[src/rtl/uart_rx_pkg.sv]
package uart_rx_pkg;
  localparam int unsigned WORD_W        = 8;
  localparam int unsigned MIN_DATA_BITS = 5;
  localparam int unsigned NUM_RATES     = 5;
  localparam int unsigned RATE_TBL [NUM_RATES] = '{9600, 19200, 38400, 57600, 115200};

  typedef enum logic [1:0] {PM_NONE, PM_EVEN, PM_ODD} par_mode_e;
  typedef enum logic [1:0] {SM_ONE, SM_ONE_HALF, SM_TWO} stop_mode_e;
  typedef enum logic [2:0] {ST_IDLE, ST_START, ST_DATA, ST_PAR, ST_STOP, ST_TAIL} rx_state_e;

  typedef struct packed {
    logic [1:0] len;
    par_mode_e  par;
    stop_mode_e stop;
  } rx_cfg_t;

  function automatic par_mode_e dec_par(input logic [1:0] code);
    case (code)
      2'd1:    return PM_EVEN;
      2'd2:    return PM_ODD;
      default: return PM_NONE;
    endcase
  endfunction

  function automatic stop_mode_e dec_stop(input logic [1:0] code);
    case (code)
      2'd1:    return SM_ONE_HALF;
      2'd2:    return SM_TWO;
      default: return SM_ONE;
    endcase
  endfunction
endpackage

[src/rtl/rx_sync.sv]
module rx_sync #(
  parameter int unsigned STAGES = 2
) (
  input  logic clk_i,
  input  logic rst_ni,
  input  logic rx_i,
  output logic line_o,
  output logic fall_o
);
  logic [STAGES-1:0] sh_q;
  logic              prev_q;

  always_ff @(posedge clk_i or negedge rst_ni) begin
    if (!rst_ni) begin
      sh_q   <= '1;
      prev_q <= 1'b1;
    end else begin
      sh_q   <= {sh_q[STAGES-2:0], rx_i};
      prev_q <= sh_q[STAGES-1];
    end
  end

  assign line_o = sh_q[STAGES-1];
  assign fall_o = prev_q & ~sh_q[STAGES-1];
endmodule

[src/rtl/rx_baud_sel.sv]
module rx_baud_sel import uart_rx_pkg::*; #(
  parameter int unsigned CLK_HZ = 50_000_000,
  parameter int unsigned CW     = 13
) (
  input  logic [2:0]    sel_i,
  output logic [CW-1:0] full_o,
  output logic [CW-1:0] half_o
);
  logic [CW-1:0] tc_tbl [NUM_RATES];
  logic [CW:0]   period;

  for (genvar g = 0; g < NUM_RATES; g++) begin : g_rate
    assign tc_tbl[g] = CW'(CLK_HZ / RATE_TBL[g] - 1);
  end

  // unknown codes keep the slowest rate
  always_comb begin
    full_o = tc_tbl[0];
    for (int i = 0; i < NUM_RATES; i++)
      if (sel_i == 3'(i)) full_o = tc_tbl[i];
  end

  assign period = {1'b0, full_o} + (CW+1)'(1);
  assign half_o = CW'(period >> 1) - CW'(1);
endmodule

[src/rtl/rx_bit_timer.sv]
module rx_bit_timer #(
  parameter int unsigned CW = 13
) (
  input  logic          clk_i,
  input  logic          rst_ni,
  input  logic          run_i,
  input  logic [CW-1:0] target_i,
  output logic          hit_o
);
  logic [CW-1:0] cnt_q;

  assign hit_o = run_i && (cnt_q == target_i);

  always_ff @(posedge clk_i or negedge rst_ni) begin
    if (!rst_ni)                cnt_q <= '0;
    else if (!run_i || hit_o)   cnt_q <= '0;
    else                        cnt_q <= cnt_q + CW'(1);
  end
endmodule

[src/rtl/rx_word.sv]
module rx_word #(
  parameter int unsigned DW = 8,
  parameter int unsigned IW = 3
) (
  input  logic          clk_i,
  input  logic          rst_ni,
  input  logic          clr_i,
  input  logic          wr_i,
  input  logic [IW-1:0] idx_i,
  input  logic          bit_i,
  output logic [DW-1:0] word_o
);
  for (genvar g = 0; g < DW; g++) begin : g_bit
    logic b_q;
    always_ff @(posedge clk_i or negedge rst_ni) begin
      if (!rst_ni)                          b_q <= 1'b0;
      else if (clr_i)                       b_q <= 1'b0;
      else if (wr_i && idx_i == IW'(g))     b_q <= bit_i;
    end
    assign word_o[g] = b_q;
  end
endmodule

[src/rtl/uart_frame_rx.sv]
module uart_frame_rx import uart_rx_pkg::*; #(
  parameter int unsigned CLK_HZ      = 50_000_000,
  parameter int unsigned SYNC_STAGES = 2
) (
  input  logic              clk_i,
  input  logic              rst_ni,
  input  logic              rx_i,
  input  logic [2:0]        baud_sel_i,
  input  logic [1:0]        data_len_i,
  input  logic [1:0]        parity_i,
  input  logic [1:0]        stop_i,
  output logic [WORD_W-1:0] data_o,
  output logic              valid_o,
  output logic              par_err_o,
  output logic              frm_err_o,
  output logic              busy_o
);
  localparam int unsigned CW = $clog2(CLK_HZ / RATE_TBL[0] + 1);
  localparam int unsigned IW = $clog2(WORD_W);

  rx_state_e         state_q, state_d;
  rx_cfg_t           cfg_q;
  logic [2:0]        sel_q;
  logic [IW-1:0]     idx_q;
  logic              par_bit_q, frm_acc_q;
  logic              line, fall, hit, run, start_det, last_bit, done;
  logic              frm_now, perr_now, ones;
  logic [CW-1:0]     full_tc, half_tc, target;
  logic [WORD_W-1:0] word;
  logic [WORD_W-1:0] data_q;
  logic              valid_q, perr_q, ferr_q;

  rx_sync #(.STAGES(SYNC_STAGES)) u_sync (
    .clk_i, .rst_ni, .rx_i, .line_o(line), .fall_o(fall)
  );

  rx_baud_sel #(.CLK_HZ(CLK_HZ), .CW(CW)) u_baud (
    .sel_i(sel_q), .full_o(full_tc), .half_o(half_tc)
  );

  assign run    = (state_q != ST_IDLE);
  assign target = (state_q == ST_START ||
                   (state_q == ST_TAIL && cfg_q.stop == SM_ONE_HALF)) ? half_tc : full_tc;

  rx_bit_timer #(.CW(CW)) u_timer (
    .clk_i, .rst_ni, .run_i(run), .target_i(target), .hit_o(hit)
  );

  assign start_det = (state_q == ST_IDLE) && fall;
  assign last_bit  = (idx_q == IW'(cfg_q.len) + IW'(MIN_DATA_BITS - 1));

  rx_word #(.DW(WORD_W), .IW(IW)) u_word (
    .clk_i, .rst_ni,
    .clr_i(start_det),
    .wr_i(state_q == ST_DATA && hit),
    .idx_i(idx_q),
    .bit_i(line),
    .word_o(word)
  );

  always_comb begin
    state_d = state_q;
    case (state_q)
      ST_IDLE:  if (fall) state_d = ST_START;
      ST_START: if (hit)  state_d = line ? ST_IDLE : ST_DATA;
      ST_DATA:  if (hit && last_bit)
                  state_d = (cfg_q.par == PM_NONE) ? ST_STOP : ST_PAR;
      ST_PAR:   if (hit)  state_d = ST_STOP;
      ST_STOP:  if (hit)  state_d = (cfg_q.stop == SM_ONE) ? ST_IDLE : ST_TAIL;
      ST_TAIL:  if (hit)  state_d = ST_IDLE;
      default:            state_d = ST_IDLE;
    endcase
  end

  always_ff @(posedge clk_i or negedge rst_ni) begin
    if (!rst_ni) state_q <= ST_IDLE;
    else         state_q <= state_d;
  end

  // framing captured once per frame
  always_ff @(posedge clk_i or negedge rst_ni) begin
    if (!rst_ni) begin
      cfg_q <= '{len: 2'd3, par: PM_NONE, stop: SM_ONE};
      sel_q <= 3'd0;
    end else if (start_det) begin
      cfg_q <= '{len: data_len_i, par: dec_par(parity_i), stop: dec_stop(stop_i)};
      sel_q <= baud_sel_i;
    end
  end

  always_ff @(posedge clk_i or negedge rst_ni) begin
    if (!rst_ni)                         idx_q <= '0;
    else if (start_det)                  idx_q <= '0;
    else if (state_q == ST_DATA && hit)  idx_q <= idx_q + IW'(1);
  end

  always_ff @(posedge clk_i or negedge rst_ni) begin
    if (!rst_ni) begin
      par_bit_q <= 1'b0;
      frm_acc_q <= 1'b0;
    end else begin
      if (start_det)                     par_bit_q <= 1'b0;
      else if (state_q == ST_PAR && hit) par_bit_q <= line;
      if (state_q == ST_STOP && hit)     frm_acc_q <= ~line;
    end
  end

  assign done    = hit && ((state_q == ST_STOP && cfg_q.stop == SM_ONE) || state_q == ST_TAIL);
  assign frm_now = (state_q == ST_STOP) ? ~line
                                        : (frm_acc_q | ((cfg_q.stop == SM_TWO) & ~line));
  assign ones    = ^word ^ par_bit_q;

  always_comb begin
    case (cfg_q.par)
      PM_EVEN: perr_now = ones;
      PM_ODD:  perr_now = ~ones;
      default: perr_now = 1'b0;
    endcase
  end

  always_ff @(posedge clk_i or negedge rst_ni) begin
    if (!rst_ni) begin
      valid_q <= 1'b0;
      data_q  <= '0;
      perr_q  <= 1'b0;
      ferr_q  <= 1'b0;
    end else begin
      valid_q <= done;
      if (done) begin
        data_q <= word;
        perr_q <= perr_now;
        ferr_q <= frm_now;
      end
    end
  end

  assign data_o    = data_q;
  assign valid_o   = valid_q;
  assign par_err_o = perr_q;
  assign frm_err_o = ferr_q;
  assign busy_o    = run;
endmodule

[config.mk]
export PLATFORM = sky130hd
export DESIGN_NAME = uart_frame_rx
export DESIGN_NICKNAME = d
export VERILOG_FILES = /design/src/rtl/uart_rx_pkg.sv /design/src/rtl/rx_sync.sv /design/src/rtl/rx_baud_sel.sv /design/src/rtl/rx_bit_timer.sv /design/src/rtl/rx_word.sv /design/src/rtl/uart_frame_rx.sv
export SDC_FILE = /design/constraint.sdc
export NUM_CORES = 1
export LEC_CHECK = 0
export BUFFER_PORTS_ARGS = -buffer_cell sky130_fd_sc_hd__buf_2
export CAP_MARGIN = 20
export CORE_MARGIN = 2
export CORE_UTILIZATION = 60
export DETAILED_ROUTE_END_ITERATION = 8
export GPL_ROUTABILITY_DRIVEN = 0
export GPL_TIMING_DRIVEN = 0
export PLACE_DENSITY_LB_ADDON = 0.15
export SETUP_SLACK_MARGIN = 0.2
export SLEW_MARGIN = 10
export SYNTH_ARGS = -nofsm -noshare
export SYNTH_HDL_FRONTEND = slang
export SYNTH_SLANG_ARGS = --single-unit
[constraint.sdc]
create_clock -name clk_i -period 4.2 [get_ports clk_i]
set_input_delay 0.21 -clock clk_i [delete_from_list [all_inputs] [get_ports clk_i]]
set_output_delay 0.21 -clock clk_i [all_outputs]
set_load 0.02 [all_outputs]
==> out/qor.yml <==
clock_network:
  cts.sinks: 52
  htree_levels: 2
  tritoncts: "done"
  clock_latency_ns: 0.31
  clk_pin_slew_worst_paths_ns: 0.10
  clockBufferDepth: 2
  cts-root-buf: "clkbuf_8"
  cts_buffers: 5
logic_synthesis:
  syn_inst: 352
  synth_nets: 372
  synth_edf_count: 0
  synth_flop_cell: "dfrtp_1"
  synth_commonest_cells: "dfrtp_1, nand2_1, nor2_1"
  avgSynthCellArea_um2: 9.33
  ys_ff_latch: 52
  postSynth.asyncResetShare_pct: 100
  netlist_area_mm2: 0.00328
  yosys-top-cells-area: "dfrtp_1, mux2_2, mux2i_1"
  yosys_warnings: 0
  ys_seq_area_share_pct: 39.8
  synth_top_area_cell: "dfrtp_1"
  ys_types: 58
  yosysMostFrequentCell: "dfrtp_1"
  yosysTopAreaCellShare_pct: 35.8
min_path:
  hold-path-endpoint: "sel_q[1]$_DFFE_PN0P_"
  min_path_cells: 2
  hp-start: "baud_sel_i[1]"
  hold_class: "primary input to flop"
global_routing:
  grt_use_total_pct: 25.4
  antenna_found_initial: 0
  grt_overflow: 0
  grt_max_degree: 28
  grt_pass1_vias: 2550
  grt_pass1_wl_um: 12200
timing:
  slew_headroom_pct: 58.7
  slew_violations: 0
  min_period_over_period_pct: 86.4
  hold_violations: 0
  period_needed_ns: 3.63
  fmax_ghz: 0.275
  worst_pin_slew_ns: 0.619
  hold_ws_ns: 0.126
  fin_skew_ns: 0.00804
  setup_tns_ns: 0
  rsz0062_at_grt: "false"
  setup_viol: 0
worst_setup_path:
  reg2reg_depth: 12
  critPathSlowestCell: "a2111oi_1"
  r2r_end: "par_err_o$_DFFE_PN0P_"
  crit_fanout: 10
  r2r_slack_ns: 0.57
  cp_cell_sequence: "buf_2 > nor3b_2 > nor2_1 > ha_1 > nand2b_1 > a2111oi_1 > o21ai_0 > a22oi_1 > and3_1 > buf_2 > o2111ai_4 > mux2_2"
  endpoint_kind: "flop"
  crit_start: "sel_q[0]$_DFFE_PN0P_"
  worstPathRequired_ns: 4.40
  crit_arrival_ns: 3.83
  start_kind: "flop"
  worstSetupPathType: "flop to flop"
  crit_path_frequent_cell: "buf_2"
  crit_path_max_incr_delay_ns: 0.52
  regToRegStartpoint: "sel_q[0]$_DFFE_PN0P_"
run_status:
  status: "finished clean"
die:
  fp.dieW_um: 78.0
  dieArea_mm2: 0.00608
  ios: 24
  core_mm2: 0.00520
  rows: 26
  die_h_um: 78.0
  initial_utilization_pct: 63.1
pwr:
  power.density_mw_per_mm2: 355
  p_leak_nw: 1.71
  peakVddDrop_mv: 0.190
route:
  wl_per_cell_um: 15.5
  drt_first_pass_iters: 5
  drc_errors: 0
  vias: 2737
  drtAntennaViolNets: 0
  first_iter_violations: 327
  vias_per_cell: 6.00
  wirelength_um: 7070
cells_and_area:
  final_layout_size_suffix_gt1_share_pct: 18.7
  final_nets: 405
  synthToLayoutAreaGrowth_pct: 10.2
  finalCoreUtilization_pct: 69.5
  fillers: 417
  diodes: 0
flow_run:
  cap_viol_max_count: 0
place:
  io_buffers: 23
  hpwl_um: 5110
[cells by family (layout without fill, tap and decap cells)]
kind of cell | Yosys count | after routing | share of synthesized area (%)
adder cells (fa/ha/maj) | 8 | 8 | 3.05
AO/OA/AOI/OAI | 67 | 67 | 14.6
buffers and inverters | 31 | 65 | 4.12
AND/OR/NAND/NOR | 139 | 139 | 21.9
flip-flops | 52 | 52 | 39.8
multiplexers | 32 | 32 | 10.4
XOR/XNOR | 23 | 23 | 6.14
[cell usage in the layout, fill, tap and decap left out, types with 2 or more instances in the layout]
cell type and instances:
nand2_1 35, clkbuf_8 5, or3_1 2, nor2_1 30, dfrtp_1 47, mux2_2 16, buf_4 2, a21o_1 4
xnor2_1 13, a31oi_1 4, nand3_1 14, mux2i_1 16, a211oi_1 6, o22ai_1 2, xor2_1 10, o31ai_1 2
nand4_1 9, dlygate4sd3_1 2, dfstp_2 5, ha_1 8, o2111ai_1 2, inv_1 12, a22oi_1 3, buf_2 32
clkbuf_1 8, o311ai_1 2, nor3_1 5, nand2b_1 12, o21ai_0 19, a21oi_1 7, nor4_1 2, and3_1 11
nor2b_1 8
[sequential cells by signal (all words and copies together), names as in the netlist]
signal            cells
cfg_q                 6
data_o                8
frm_acc_q             1
frm_err_o             1
idx_q                 3
par_bit_q             1
par_err_o             1
sel_q                 3
state_q               3
u_sync.prev_q         1
u_sync.sh_q           2
u_timer.cnt_q        13
u_word.g_bit.b_q      8
valid_o               1
[metal layers]
layer	global-route usage, %	vias to the layer above	routed length, µm
li1	-	1319	-
met5	0	-	0
met1	38.1	1269	3210
met2	36.7	133	3110
met4	8.60	0	115
met3	4.88	16	635
[power breakdown]
| group | total, mW | internal, mW | switching, mW |
|---|---|---|---|
| combinational | 0.436 | 0.165 | 0.271 |
| sequential | 0.558 | 0.530 | 0.0277 |
| clock | 0.289 | 0.120 | 0.170 |
[how the worst max path moves through the flow]
stage	depth (start not counted)	slack, ns	end
after CTS	12	0.34	par_err_o$_DFFE_PN0P_
after floorplan	12	1.07	data_o[0]$_DFFE_PN0P_
after global placement	12	0.40	data_o[2]$_DFFE_PN0P_
final	12	0.57	par_err_o$_DFFE_PN0P_
after global routing	12	0.20	data_o[4]$_DFFE_PN0P_
after detailed placement	12	0.36	par_err_o$_DFFE_PN0P_
[cell type report]
cell class | instances | area (µm²) | area share (%)
Clock buffer | 7 | 76.3 | 2.11
Multi-Input combinational cell | 269 | 1850 | 51.1
Inverter | 13 | 48.8 | 1.35
Timing Repair Buffer | 26 | 155 | 4.29
Sequential cell | 52 | 1310 | 36.1
Tap cell | 70 | 87.6 | 2.42
Buffer | 18 | 86.3 | 2.39
Clock inverter | 1 | 8.76 | 0.242
[per-stage QoR]
| step | cells | power [mW] | setup WS, ns | instance area, µm² |
|---|---|---|---|---|
| 6_report | 456 | 1.28 | 0.570 | 3620 |
| 5_1_grt | 456 | 1.36 | 0.205 | 3620 |
| 4_1_cts | 456 | 1.28 | 0.335 | 3610 |
| 3_5_place_dp | 446 | 0.987 | 0.358 | 3510 |
| 3_3_place_gp | 445 | 0.977 | 0.396 | 3490 |
| 2_1_floorplan | 352 | 0.883 | 1.07 | 3280 |
[repair_timing]
item,in CTS,in global routing
setup endpoints to repair,0,34
hold endpoints to repair,22,0
hold buffers,2,0
gates resized for setup,0,2
setup buffers,0,0
[critical path, delay by kind of cell (launching register included)]
family | cells | cell delay (ns)
and+or+nand+nor | 4 | 0.78
AOI/OAI and AO/OA | 4 | 1.20
DFF | 1 | 0.47
muxes | 1 | 0.37
adders and majority gates | 1 | 0.30
buffers and inverters | 2 | 0.40
Power figures use the tool's default switching activity.
